File: src/rtl/ecc_log_pkg.sv
`timescale 1ns/1ps
// Shared constants and types for the DRAM ECC error log.
// Assumes a 16-bit status/command layout and a 3-bit register offset.
package ecc_log_pkg;
    localparam int STS_W     = 16;
    localparam int DATA_W    = 32;
    localparam int REG_AW    = 3;
    localparam int BIT_CE    = 0;
    localparam int BIT_UE    = 1;
    localparam int BIT_RFTO  = 8;
    localparam int BIT_LOCK  = 9;
    localparam int BIT_THERM = 11;
    localparam logic [STS_W-1:0] STS_MASK = STS_W'((1 << BIT_CE) | (1 << BIT_UE) |
        (1 << BIT_RFTO) | (1 << BIT_LOCK) | (1 << BIT_THERM));

    typedef enum logic [REG_AW-1:0] {
        SEL_STATUS = 3'd0,
        SEL_CMD    = 3'd1,
        SEL_PTR    = 3'd2,
        SEL_PTR_HI = 3'd3,
        SEL_SYN    = 3'd4
    } reg_sel_e;

    typedef struct packed {
        logic therm;
        logic lock;
        logic rfto;
        logic ue;
        logic ce;
    } evt_t;

    // Place each event pulse at its status bit position.
    function automatic logic [STS_W-1:0] evt_to_vec(input evt_t e);
        logic [STS_W-1:0] v;
        v            = '0;
        v[BIT_CE]    = e.ce;
        v[BIT_UE]    = e.ue;
        v[BIT_RFTO]  = e.rfto;
        v[BIT_LOCK]  = e.lock;
        v[BIT_THERM] = e.therm;
        return v;
    endfunction
endpackage

File: src/rtl/ecc_log_status.sv
`timescale 1ns/1ps
// Sticky status bits, cleared by writing one.
// Assumes set_vec holds single-cycle pulses. A set beats a clear in the same cycle.
// Bits outside IMPL are constant zero.
module ecc_log_status
    import ecc_log_pkg::*;
#(
    parameter int              W    = STS_W,
    parameter logic [W-1:0]    IMPL = STS_MASK
) (
    input  logic         clk,
    input  logic         rst_n,
    input  logic [W-1:0] set_vec,
    input  logic [W-1:0] clr_vec,
    output logic [W-1:0] sts_q
);
    for (genvar i = 0; i < W; i++) begin : g_bit
        if (IMPL[i]) begin : g_impl
            logic bit_q;
            // Hold one sticky flag: a set wins, otherwise a write of one clears it.
            always_ff @(posedge clk) begin
                if (!rst_n)
                    bit_q <= 1'b0;
                else if (set_vec[i])
                    bit_q <= 1'b1;
                else if (clr_vec[i])
                    bit_q <= 1'b0;
            end
            assign sts_q[i] = bit_q;
        end else begin : g_rsvd
            assign sts_q[i] = 1'b0;
        end
    end
endmodule

File: src/rtl/ecc_log_capture.sv
`timescale 1ns/1ps
// Captures the address, channel and syndrome of one ECC error event.
// Assumes ce_logged and ue_logged are the status bits before this cycle's
// update. An uncorrectable error takes over unless one is already logged.
// A correctable error is taken only when nothing is logged.
module ecc_log_capture #(
    parameter int ADDR_W    = 33,
    parameter int GRAIN_LSB = 7,
    parameter int SYN_W     = 8
) (
    input  logic                       clk,
    input  logic                       rst_n,
    input  logic                       ce_evt,
    input  logic                       ue_evt,
    input  logic                       ce_logged,
    input  logic                       ue_logged,
    input  logic [ADDR_W-1:GRAIN_LSB]  line_addr,
    input  logic                       err_chan,
    input  logic [SYN_W-1:0]           err_syn,
    output logic [ADDR_W-1:GRAIN_LSB]  cap_addr_q,
    output logic                       cap_chan_q,
    output logic [SYN_W-1:0]           cap_syn_q
);
    logic take_ue;
    logic take_ce;
    logic take;

    // Decide whether this cycle's event owns the capture registers.
    always_comb begin
        take_ue = ue_evt && !ue_logged;
        take_ce = ce_evt && !ce_logged && !ue_logged;
        take    = take_ue || take_ce;
    end

    // Load the capture registers when the current event owns them.
    always_ff @(posedge clk) begin
        if (!rst_n) begin
            cap_addr_q <= '0;
            cap_chan_q <= 1'b0;
            cap_syn_q  <= '0;
        end else if (take) begin
            cap_addr_q <= line_addr;
            cap_chan_q <= err_chan;
            cap_syn_q  <= err_syn;
        end
    end
endmodule

File: src/rtl/ecc_log_regs.sv
`timescale 1ns/1ps
// Register port: holds the command register, decodes writes to status
// (clear by writing one) and selects the read data.
// Assumes reads are combinational and writes take effect at the clock edge.
// The capture offsets are read-only.
module ecc_log_regs
    import ecc_log_pkg::*;
#(
    parameter int ADDR_W    = 33,
    parameter int GRAIN_LSB = 7,
    parameter int SYN_W     = 8
) (
    input  logic                      clk,
    input  logic                      rst_n,
    input  logic [REG_AW-1:0]         reg_addr,
    input  logic                      reg_wr,
    input  logic [STS_W-1:0]          reg_wdata,
    input  logic [STS_W-1:0]          sts_q,
    input  logic [ADDR_W-1:GRAIN_LSB] cap_addr_q,
    input  logic                      cap_chan_q,
    input  logic [SYN_W-1:0]          cap_syn_q,
    output logic [STS_W-1:0]          cmd_q,
    output logic [STS_W-1:0]          sts_clr,
    output logic [DATA_W-1:0]         reg_rdata
);
    localparam int HI_W = ADDR_W - DATA_W;

    logic              wr_sts;
    logic              wr_cmd;
    logic [DATA_W-1:0] ptr_word;
    logic [DATA_W-1:0] ext_word;
    logic [DATA_W-1:0] syn_word;

    // Decode write strobes per register.
    always_comb begin
        wr_sts  = reg_wr && (reg_addr == SEL_STATUS);
        wr_cmd  = reg_wr && (reg_addr == SEL_CMD);
        sts_clr = wr_sts ? (reg_wdata & STS_MASK) : '0;
    end

    // Hold the per-source system-error enables.
    always_ff @(posedge clk) begin
        if (!rst_n)
            cmd_q <= '0;
        else if (wr_cmd)
            cmd_q <= reg_wdata & STS_MASK;
    end

    // Format the captured fields into their register words.
    always_comb begin
        ptr_word                       = '0;
        ptr_word[DATA_W-1:GRAIN_LSB]   = cap_addr_q[DATA_W-1:GRAIN_LSB];
        ptr_word[0]                    = cap_chan_q;
        ext_word                       = '0;
        ext_word[HI_W-1:0]             = cap_addr_q[ADDR_W-1:DATA_W];
        syn_word                       = '0;
        syn_word[SYN_W-1:0]            = cap_syn_q;
    end

    // Select the read data by offset. Unmapped offsets read zero.
    always_comb begin
        case (reg_addr)
            SEL_STATUS: reg_rdata = DATA_W'(sts_q);
            SEL_CMD:    reg_rdata = DATA_W'(cmd_q);
            SEL_PTR:    reg_rdata = ptr_word;
            SEL_PTR_HI: reg_rdata = ext_word;
            SEL_SYN:    reg_rdata = syn_word;
            default:    reg_rdata = '0;
        endcase
    end
endmodule

File: src/rtl/ecc_err_log.sv
`timescale 1ns/1ps
// DRAM ECC error log top: sticky status, capture with precedence,
// command enables and the system-error output.
// Assumes event inputs are one-cycle pulses and err_* is valid with them.
// Address bits below GRAIN_LSB are not stored.
module ecc_err_log
    import ecc_log_pkg::*;
#(
    parameter int ADDR_W    = 33,
    parameter int GRAIN_LSB = 7,
    parameter int SYN_W     = 8
) (
    input  logic                 clk,
    input  logic                 rst_n,
    input  logic                 ce_evt,
    input  logic                 ue_evt,
    input  logic [ADDR_W-1:0]    err_addr,
    input  logic                 err_chan,
    input  logic [SYN_W-1:0]     err_syn,
    input  logic                 rfto_evt,
    input  logic                 lock_evt,
    input  logic                 therm_evt,
    input  logic [REG_AW-1:0]    reg_addr,
    input  logic                 reg_wr,
    input  logic [STS_W-1:0]     reg_wdata,
    output logic [DATA_W-1:0]    reg_rdata,
    output logic                 serr
);
    evt_t                      evt;
    logic [STS_W-1:0]          sts_set;
    logic [STS_W-1:0]          sts_clr;
    logic [STS_W-1:0]          sts_q;
    logic [STS_W-1:0]          cmd_q;
    logic [ADDR_W-1:GRAIN_LSB] cap_addr_q;
    logic                      cap_chan_q;
    logic [SYN_W-1:0]          cap_syn_q;
    logic                      unused_low_addr;

    // Gather the event pulses into the status set vector.
    always_comb begin
        evt.ce    = ce_evt;
        evt.ue    = ue_evt;
        evt.rfto  = rfto_evt;
        evt.lock  = lock_evt;
        evt.therm = therm_evt;
        sts_set   = evt_to_vec(evt);
    end

    assign unused_low_addr = ^err_addr[GRAIN_LSB-1:0];

    ecc_log_status #(
        .W    (STS_W),
        .IMPL (STS_MASK)
    ) u_status (
        .clk     (clk),
        .rst_n   (rst_n),
        .set_vec (sts_set),
        .clr_vec (sts_clr),
        .sts_q   (sts_q)
    );

    ecc_log_capture #(
        .ADDR_W    (ADDR_W),
        .GRAIN_LSB (GRAIN_LSB),
        .SYN_W     (SYN_W)
    ) u_capture (
        .clk        (clk),
        .rst_n      (rst_n),
        .ce_evt     (ce_evt),
        .ue_evt     (ue_evt),
        .ce_logged  (sts_q[BIT_CE]),
        .ue_logged  (sts_q[BIT_UE]),
        .line_addr  (err_addr[ADDR_W-1:GRAIN_LSB]),
        .err_chan   (err_chan),
        .err_syn    (err_syn),
        .cap_addr_q (cap_addr_q),
        .cap_chan_q (cap_chan_q),
        .cap_syn_q  (cap_syn_q)
    );

    ecc_log_regs #(
        .ADDR_W    (ADDR_W),
        .GRAIN_LSB (GRAIN_LSB),
        .SYN_W     (SYN_W)
    ) u_regs (
        .clk        (clk),
        .rst_n      (rst_n),
        .reg_addr   (reg_addr),
        .reg_wr     (reg_wr),
        .reg_wdata  (reg_wdata),
        .sts_q      (sts_q),
        .cap_addr_q (cap_addr_q),
        .cap_chan_q (cap_chan_q),
        .cap_syn_q  (cap_syn_q),
        .cmd_q      (cmd_q),
        .sts_clr    (sts_clr),
        .reg_rdata  (reg_rdata)
    );

    // Raise the system error while any enabled source is pending.
    always_comb begin
        serr = |(sts_q & cmd_q);
    end
endmodule

File: config.mk
export PLATFORM = sky130hd
export DESIGN_NAME = ecc_err_log
export DESIGN_NICKNAME = d
export VERILOG_FILES = /design/src/rtl/ecc_log_pkg.sv /design/src/rtl/ecc_log_status.sv /design/src/rtl/ecc_log_capture.sv /design/src/rtl/ecc_log_regs.sv /design/src/rtl/ecc_err_log.sv
export SDC_FILE = /design/constraint.sdc
export NUM_CORES = 1
export LEC_CHECK = 0
export BUFFER_PORTS_ARGS = -buffer_cell sky130_fd_sc_hd__buf_2
export CAP_MARGIN = 20
export CORE_MARGIN = 3
export CORE_UTILIZATION = 50
export CTS_BUF_LIST = sky130_fd_sc_hd__clkbuf_16
export DETAILED_ROUTE_END_ITERATION = 10
export PLACE_DENSITY = 0.81
export SYNTH_ARGS = -nofsm -noshare
export SYNTH_HDL_FRONTEND = slang
export SYNTH_HIERARCHICAL = 1
export SYNTH_SLANG_ARGS = --single-unit
File: constraint.sdc
create_clock -name clk -period 1.4 [get_ports clk]
set_input_delay 0.14 -clock clk [delete_from_list [all_inputs] [get_ports clk]]
set_output_delay 0.14 -clock clk [all_outputs]
set_load 0.01 [all_outputs]
==> flow_metrics.tcl, run 1 <==
set metrics [dict create \
    vias 2129 \
    overflow 0 \
    p_sw_w 0.000766 \
    critPathLaunchType "flip-flop" \
    whs_ns 0.0648 \
    antenna_found_initial 0 \
    yosys_warnings 6 \
    via_per_inst 4.77 \
    ctsRootBufferMaster "clkbuf_16" \
    port_buffers 83 \
    grt_pass1_vias 2057 \
    io_pins 102 \
    area_growth_pct 17.7 \
    finalCritPeriodShare_pct 104 \
    p_int_w 0.00230 \
    p_leak_nw 1.61 \
    fill_cells 457 \
    fin_ws_ns -0.0586 \
    path_clk_slew_ns 0.06 \
    final_hold_viol_count 0 \
    nets 445 \
    postCtsHoldBufs 0 \
    grt_use_total_pct 18.3 \
    fp.dieW_um 79.8 \
    grt_max_degree 81 \
    antenna_left 0 \
    die-area_mm2 0.00636 \
    coreArea_mm2 0.00517 \
    drt_pass1_iterations 4 \
    htreeDepth 2 \
    place_ws_ns 0.0606 \
    clkLatencyLatePin_ns 0.28 \
    p_sw_share_pct 25.0 \
    clockBufferDepth 2 \
    synth_cells 301 \
    hold_depth 2 \
    outcome "finished with violations" \
    period_needed_ns 1.46 \
    wire_per_inst_um 12.8 \
    rsz0062_at_grt "true" \
    seqPwrFrac_pct 46.6 \
    setup-tns-final_ns -0.0970 \
    initial_utilization_pct 52.6 \
    worstPathRequired_ns 1.26 \
    clkPwrFrac_pct 35.1 \
    drive_above_1_share_pct 32.7 \
    ir_worst_vdd_v 0.000565 \
    max_cap_violations 0 \
    syn_area_per_cell_um2 9.04 \
    timing.fmax_ghz 0.686 \
    setup_violations 2 \
    cts_buffers 5 \
    r2r_cells 5 \
    hp-class "input port to flip-flop" \
    gp_congestion 0.784 \
    dp_hpwl_um 4150 \
    cts_sinks 45 \
    drv_slew 0 \
    drt-initial-drc-count 84 \
    grt_pass1_wl_um 9200 \
    p_per_area_mw_per_mm2 957 \
    cts_tree "yes" \
    violations "setup timing" \
    placementRows 26 \
    worstSetupPathType "flip-flop to output pin" \
    drc_errors 0 \
    end_kind "output pin" \
    fp.dieH_um 79.8 \
    diodes 0 \
    fin_skew_ns 0.00463 \
    arrival_ns 1.32 \
    combPwrFrac_pct 18.3 \
    worst-path-max-fanout 2 \
    drt_wl_total_um 5690 \
    synth_area_mm2 0.00272 \
    power.total_w 0.00306 \
]
## critical path, cell delays in order (launching register included)
cell      delay, ns
dfxtp_2        0.32
a22o_1         0.25
a221oi_2       0.19
nand4_1        0.12
buf_2          0.16
## path summary, 6_finish.rpt
check / from / endpoint / slack [ns]
setup / recovery: u_status/g_bit[0].g_impl.bit_q$_SDFFE_PN0P_ / serr / -0.06
hold / removal: lock_evt / u_status/g_bit[9].g_impl.bit_q$_SDFFE_PN0P_ / 0.06
setup reg to reg: u_status/g_bit[0].g_impl.bit_q$_SDFFE_PN0P_ / u_capture/cap_addr_q[27]$_SDFFE_PN0P_ / 0.05
hold reg to reg: u_capture/cap_addr_q[20]$_SDFFE_PN0P_ / u_capture/cap_addr_q[20]$_SDFFE_PN0P_ / 0.45
## final cells by class
class | count | area (µm²) | area share, %
timing repair buffer | 95 | 531 | 16.6
sequential | 45 | 908 | 28.4
clock inverter | 2 | 7.51 | 0.235
clock buffer | 5 | 125 | 3.91
inverter | 2 | 7.51 | 0.235
multi-input combinational | 227 | 1530 | 47.9
tap | 70 | 87.6 | 2.74
## registers in the layout, summed over array words and instances (netlist names)
register                     cells
u_status/g_bit.g_impl.bit_q      5
u_capture/cap_syn_q              8
u_capture/cap_chan_q             1
u_regs/cmd_q                     5
u_capture/cap_addr_q            26
## placed cells by master (no fill, tap or decap), types with 2 or more instances in the layout
| cell | instances |
|---|---|
| a2bb2oi_1 | 3 |
| o21a_1 | 5 |
| dfxtp_1 | 41 |
| buf_4 | 10 |
| nor2_1 | 15 |
| inv_1 | 3 |
| buf_12 | 2 |
| a22o_1 | 4 |
| and2_1 | 21 |
| conb_1 | 22 |
| mux2i_1 | 54 |
| buf_2 | 83 |
| dfxtp_2 | 3 |
| nand2_1 | 71 |
| or2_1 | 2 |
| nor2b_4 | 5 |
| a21oi_2 | 2 |
| clkbuf_16 | 5 |
| a221oi_2 | 4 |
| nor2b_1 | 7 |
## metrics by stage
step | instance area, µm² | instances | util (%)
after floorplan | 2800 | 321 | -
after global placement | 3040 | 438 | 58.7
after detailed placement | 3040 | 438 | 58.7
after CTS | 3180 | 445 | 61.4
after global routing | 3200 | 446 | 61.9
final | 3200 | 446 | 61.9
## repair_timing
item                       CTS  global route
cloned                       0             0
setup endpoints to repair    3             4
gates resized for setup      5             5
pin swaps                    2             2
buffers inserted             0             1
## layer usage
metal | track usage, % | up-vias | share of wire [%]
met2 | 29.8 | 56 | 48
met3 | 3.95 | 11 | 4.6
li1 | - | 1092 | -
met1 | 24.0 | 970 | 46
met5 | 0 | - | 0
met4 | 5.91 | 0 | 1.9
## power by group through the flow
stage / Sequential [W] / Clock (W) / Combinational [W]
after floorplan: 0.00143 / 0 / 0.000472
after global placement: 0.00145 / 0 / 0.000529
after detailed placement: 0.00145 / 0 / 0.000544
after CTS: 0.00143 / 0.00112 / 0.000547
after global routing: 0.00144 / 0.00119 / 0.000617
final: 0.00143 / 0.00108 / 0.000560
Note: power is estimated with default switching activity, not from simulation.
==> run 2, diff against run 1 <==
RECOVER_POWER = 100   (was unset)
TNS_END_PERCENT = 50   (was unset)
==> flow_metrics.tcl, run 2 (synthesis results as in run 1) <==
set metrics [dict create \
    finalCritPeriodShare_pct 104 \
    fp.dieW_um 79.8 \
    gp_congestion 0.784 \
    max_cap_violations 0 \
    p_sw_w 0.000763 \
    nets 445 \
    violations "setup timing" \
    met2_length_um 2710 \
    drive_above_1_share_pct 30.9 \
    reg_top3 "u_capture/cap_addr_q: 26 flops, u_capture/cap_syn_q: 8 flops" \
    ir_worst_vdd_v 0.000563 \
    final_cell_mix "77 x buf_2, 71 x nand2_1, 54 x mux2i_1" \
    fin_ws_ns -0.0580 \
    hp-class "input port to flip-flop" \
    cpPeakStageDelay_ns 0.32 \
    fp.dieH_um 79.8 \
    grt_use_total_pct 18.3 \
    worstPathRequired_ns 1.26 \
    critPathLaunchType "flip-flop" \
    worst-path-max-fanout 2 \
    fin_skew_ns 0.00385 \
    clkPwrFrac_pct 35.2 \
    top_register "u_capture/cap_addr_q" \
    end_kind "output pin" \
    p_leak_nw 1.58 \
    cts_tree "yes" \
    grt_max_degree 81 \
    timing.fmax_ghz 0.686 \
    initial_utilization_pct 52.6 \
    period_needed_ns 1.46 \
    final_hold_viol_count 0 \
    outcome "finished with violations" \
    drt-initial-drc-count 83 \
    final_common_cell "buf_2" \
    p_sw_share_pct 25.0 \
    wl_met3_um 283 \
    seqPwrFrac_pct 46.7 \
    p_int_w 0.00229 \
    diodes 0 \
    ctsRootBufferMaster "clkbuf_16" \
    grt_pass1_wl_um 9200 \
    die-area_mm2 0.00636 \
    path_buf_inv 1 \
    antenna_found_initial 0 \
    cts_buffers 5 \
    setup_violations 5 \
    overflow 0 \
    io_pins 102 \
    drt_pass1_iterations 4 \
    worstSetupPathType "flip-flop to output pin" \
    via_per_inst 4.76 \
    arrival_ns 1.32 \
    p_per_area_mw_per_mm2 962 \
    drt_wl_total_um 5700 \
    coreArea_mm2 0.00517 \
    path_cells "a22o_1 -> a221oi_2 -> nand4_1 -> buf_2" \
    postCtsHoldBufs 0 \
    wl_met1_um 2620 \
    grt_pass1_vias 2057 \
    area_growth_pct 16.7 \
    clkLatencyLatePin_ns 0.28 \
    drc_errors 0 \
    drv_slew 0 \
    path_clk_slew_ns 0.06 \
    largest_register_ffs 26 \
    tightest_slew_ns 0.533 \
    dp_hpwl_um 4150 \
    place_ws_ns 0.0606 \
    htreeDepth 2 \
    top_layer_used "met4" \
    wire_per_inst_um 12.8 \
    cts_sinks 45 \
    placementRows 26 \
    cp_slowest_cell "dfxtp_2" \
    crit_family "compound AO/OA/AOI/OAI gates" \
    whs_ns 0.0655 \
    port_buffers 83 \
    antenna_left 0 \
    vias 2121 \
    clockBufferDepth 2 \
    maxSlewHeadroom_pct 64.4 \
    combPwrFrac_pct 18.1 \
    rsz0062_at_grt "true" \
]
==> run 2: worst paths after layout <==
check / end / slack, ns / cells past startpoint / from
worst max-delay path: serr / -0.06 / 4 / u_status/g_bit[0].g_impl.bit_q$_SDFFE_PN0P_
worst min-delay path: u_status/g_bit[9].g_impl.bit_q$_SDFFE_PN0P_ / 0.07 / 2 / lock_evt
worst max register to register: u_capture/cap_addr_q[27]$_SDFFE_PN0P_ / 0.06 / 5 / u_status/g_bit[0].g_impl.bit_q$_SDFFE_PN0P_
worst min register to register: u_capture/cap_addr_q[20]$_SDFFE_PN0P_ / 0.45 / 2 / u_capture/cap_addr_q[20]$_SDFFE_PN0P_
==> run 2: timing repair <==
item                                    4_1_cts  5_1_grt
gates resized for setup                       5        5
endpoints found under the setup margin        3        4
pin swaps                                     2        2
setup buffers                                 0        1
endpoints found under the hold margin         0        0
==> run 2: power by group through the flow <==
stage | Combinational (W) | Sequential (W) | Clock [W]
final | 0.000552 | 0.00143 | 0.00108
after global routing | 0.000608 | 0.00144 | 0.00119
after CTS | 0.000547 | 0.00143 | 0.00112
after detailed placement | 0.000544 | 0.00145 | 0
after global placement | 0.000529 | 0.00145 | 0
after floorplan | 0.000472 | 0.00143 | 0
==> run 2: per-stage QoR <==
stage / power [W] / cells / utilization, % / setup TNS, ns / cell area (µm²)
detailed placement: 0.00200 / 438 / 58.7 / 0 / 3040
floorplan: 0.00191 / 321 / - / 0 / 2800
CTS: 0.00309 / 445 / 61.4 / -0.165 / 3180
finish: 0.00305 / 446 / 61.4 / -0.140 / 3170
global placement: 0.00198 / 438 / 58.7 / 0 / 3040
global route: 0.00323 / 446 / 61.4 / -0.779 / 3170
==> run 2: worst reg2reg max path, stage by stage, from the launching register on <==
cell	delay, ns
dfxtp_2	0.32
buf_4	0.13
nand2b_4	0.14
a21oi_4	0.18
buf_12	0.25
mux2i_2	0.24
==> run 2: layout make-up <==
type	instances	area (µm²)
clock buffer	5	125
clock inverter	2	7.51
sequential	45	908
timing repair buffer	95	515
tap	70	87.6
fill	463	2000
inverter	2	7.51
multi-input combinational	227	1520
==> run 2: per-layer routing <==
layer	track usage, %	vias up
li1	-	1089
met1	24.0	964
met2	29.8	60
met3	3.95	8
met4	5.91	0
met5	0	-
==> run 3, diff against run 2 <==
--- a/constraint.sdc
+++ b/constraint.sdc
@@ -3,2 +3,2 @@
 set_output_delay 0.14 -clock clk [all_outputs]
-set_load 0.01 [all_outputs]
+set_load 0.1 [all_outputs]
==> flow_metrics.tcl, run 3 (synthesis results as in run 1) <==
set metrics [dict create \
    outcome "finished with violations" \
    violations "setup timing" \
    placementRows 26 \
    postCtsHoldBufs 0 \
    whs_ns 0.0534 \
    drc_errors 0 \
    arrival_ns 1.47 \
    power.total_w 0.00366 \
    path_clk_slew_ns 0.07 \
    rrSetupSlack_ns -0.01 \
    final_cell_mix "71 x nand2_1, 55 x mux2i_1, 50 x buf_2" \
    clkLatencyLatePin_ns 0.29 \
    r2r_cells 5 \
    design_area_mm2 0.00378 \
    period_needed_ns 1.61 \
    fp.dieW_um 79.8 \
    reg_top3 "u_capture/cap_addr_q: 26 flops, u_capture/cap_syn_q: 8 flops" \
    final_hold_viol_count 0 \
    fill_cells 371 \
    largest_register_ffs 26 \
    hold_depth 2 \
    coreArea_mm2 0.00517 \
    reg2reg_to "u_capture/cap_syn_q[7]$_SDFFE_PN0P_" \
    p_leak_nw 1.72 \
    cts_tree "yes" \
    grt_pass1_wl_um 10100 \
    hp-class "input port to flip-flop" \
    timing.fmax_ghz 0.621 \
    postPlaceCellArea_mm2 0.00363 \
    cts_sinks 45 \
    final_common_cell "nand2_1" \
    ir_worst_vdd_v 0.000862 \
    worstHoldStart "therm_evt" \
    hold_end "u_status/g_bit[11].g_impl.bit_q$_SDFFE_PN0P_" \
    drv_slew 0 \
    vias 2178 \
    antenna_left 0 \
    cts_buffers 5 \
    fin_skew_ns 0.00913 \
    clockBufferDepth 2 \
    rr_startpoint "u_status/g_bit[0].g_impl.bit_q$_SDFFE_PN0P_" \
    fin_ws_ns -0.211 \
    die-area_mm2 0.00636 \
    wire_per_inst_um 15.0 \
    drive_above_1_share_pct 39.0 \
    drt_wl_total_um 6760 \
    io_pins 102 \
    drt-initial-drc-count 87 \
    antenna_found_initial 0 \
    p_per_area_mw_per_mm2 967 \
    nets 450 \
    drt_pass1_iterations 4 \
    finalCritPeriodShare_pct 115 \
    worstSetupPathType "flip-flop to output pin" \
    ctsRootBufferMaster "clkbuf_16" \
    post-route-util_pct 73.1 \
    via_per_inst 4.82 \
    htreeDepth 2 \
    worstPathRequired_ns 1.26 \
    end_kind "output pin" \
    port_buffers 83 \
    overflow 0 \
    grt_pass1_vias 2311 \
    dp_hpwl_um 4610 \
    setup_violations 7 \
    max_cap_violations 0 \
    grt_max_degree 81 \
    gp_congestion 0.776 \
    area_growth_pct 39.1 \
    diodes 0 \
    top_register "u_capture/cap_addr_q" \
    initial_utilization_pct 52.6 \
    rsz0062_at_grt "true" \
    worst-path-max-fanout 2 \
    fp.dieH_um 79.8 \
    grt_use_total_pct 20.1 \
    critPathLaunchType "flip-flop" \
]
==> run 3: cell type report <==
cell class / count / area [µm²] / area share, %
Clock buffer: 5 / 125 / 3.31
Clock inverter: 3 / 37.5 / 0.992
Inverter: 2 / 7.51 / 0.198
Multi-Input combinational cell: 228 / 1690 / 44.7
Sequential cell: 45 / 913 / 24.1
Tap cell: 70 / 87.6 / 2.32
Timing Repair Buffer: 99 / 922 / 24.4
==> run 3: how the worst max path moves through the flow <==
stage                                                startpoint           end  slack [ns]  cells after the start
floorplan           u_status/g_bit[0].g_impl.bit_q$_SDFFE_PN0P_          serr       -0.44                      4
global placement                                    reg_addr[2]  reg_rdata[0]        0.01                      5
detailed placement                                  reg_addr[2]  reg_rdata[0]       -0.02                      5
CTS                 u_status/g_bit[0].g_impl.bit_q$_SDFFE_PN0P_          serr       -0.18                      4
global route                       u_regs/cmd_q[0]$_SDFFE_PN0P_          serr       -0.26                      4
finish              u_status/g_bit[0].g_impl.bit_q$_SDFFE_PN0P_          serr       -0.21                      4
==> run 3: through the flow <==
stage / TNS [ns] / worst slack (ns) / instances
final: -0.824 / -0.211 / 452
after CTS: -0.403 / -0.180 / 448
after global routing: -1.30 / -0.265 / 452
after floorplan: -6.39 / -0.438 / 321
after global placement: 0 / 0.0111 / 439
after detailed placement: -0.0201 / -0.0201 / 439
==> run 3: metal layers <==
| layer | wire (µm) | vias up | part of all wire [%] | global-route usage, % |
|---|---|---|---|---|
| met3 | 458 | 7 | 6.8 | 6.66 |
| met5 | 0 | - | 0 | 0 |
| li1 | - | 1104 | - | - |
| met2 | 3540 | 55 | 52 | 38.6 |
| met4 | 72 | 0 | 1.1 | 5.07 |
| met1 | 2690 | 1012 | 40 | 20.8 |
==> run 3: power breakdown <==
group	leakage (nW)	switching, W	total [W]	internal [W]
registers	0.374	0.0000515	0.00143	0.00138
clock network	0.0826	0.000485	0.00131	0.000830
logic	1.26	0.000538	0.000918	0.000379
==> run 3: worst max-delay path, cell delays in order, from the launching register on <==
cell and delay, ns:
dfxtp_2 0.32, a22o_1 0.24, a221oi_2 0.20, nand4_1 0.20
buf_12 0.22
==> run 3: repair_timing <==
action	4_1_cts	5_1_grt
resized for setup	13	11
endpoints found under the setup margin	7	40
pin swaps	5	6
cloned	0	3
buffers inserted	1	1
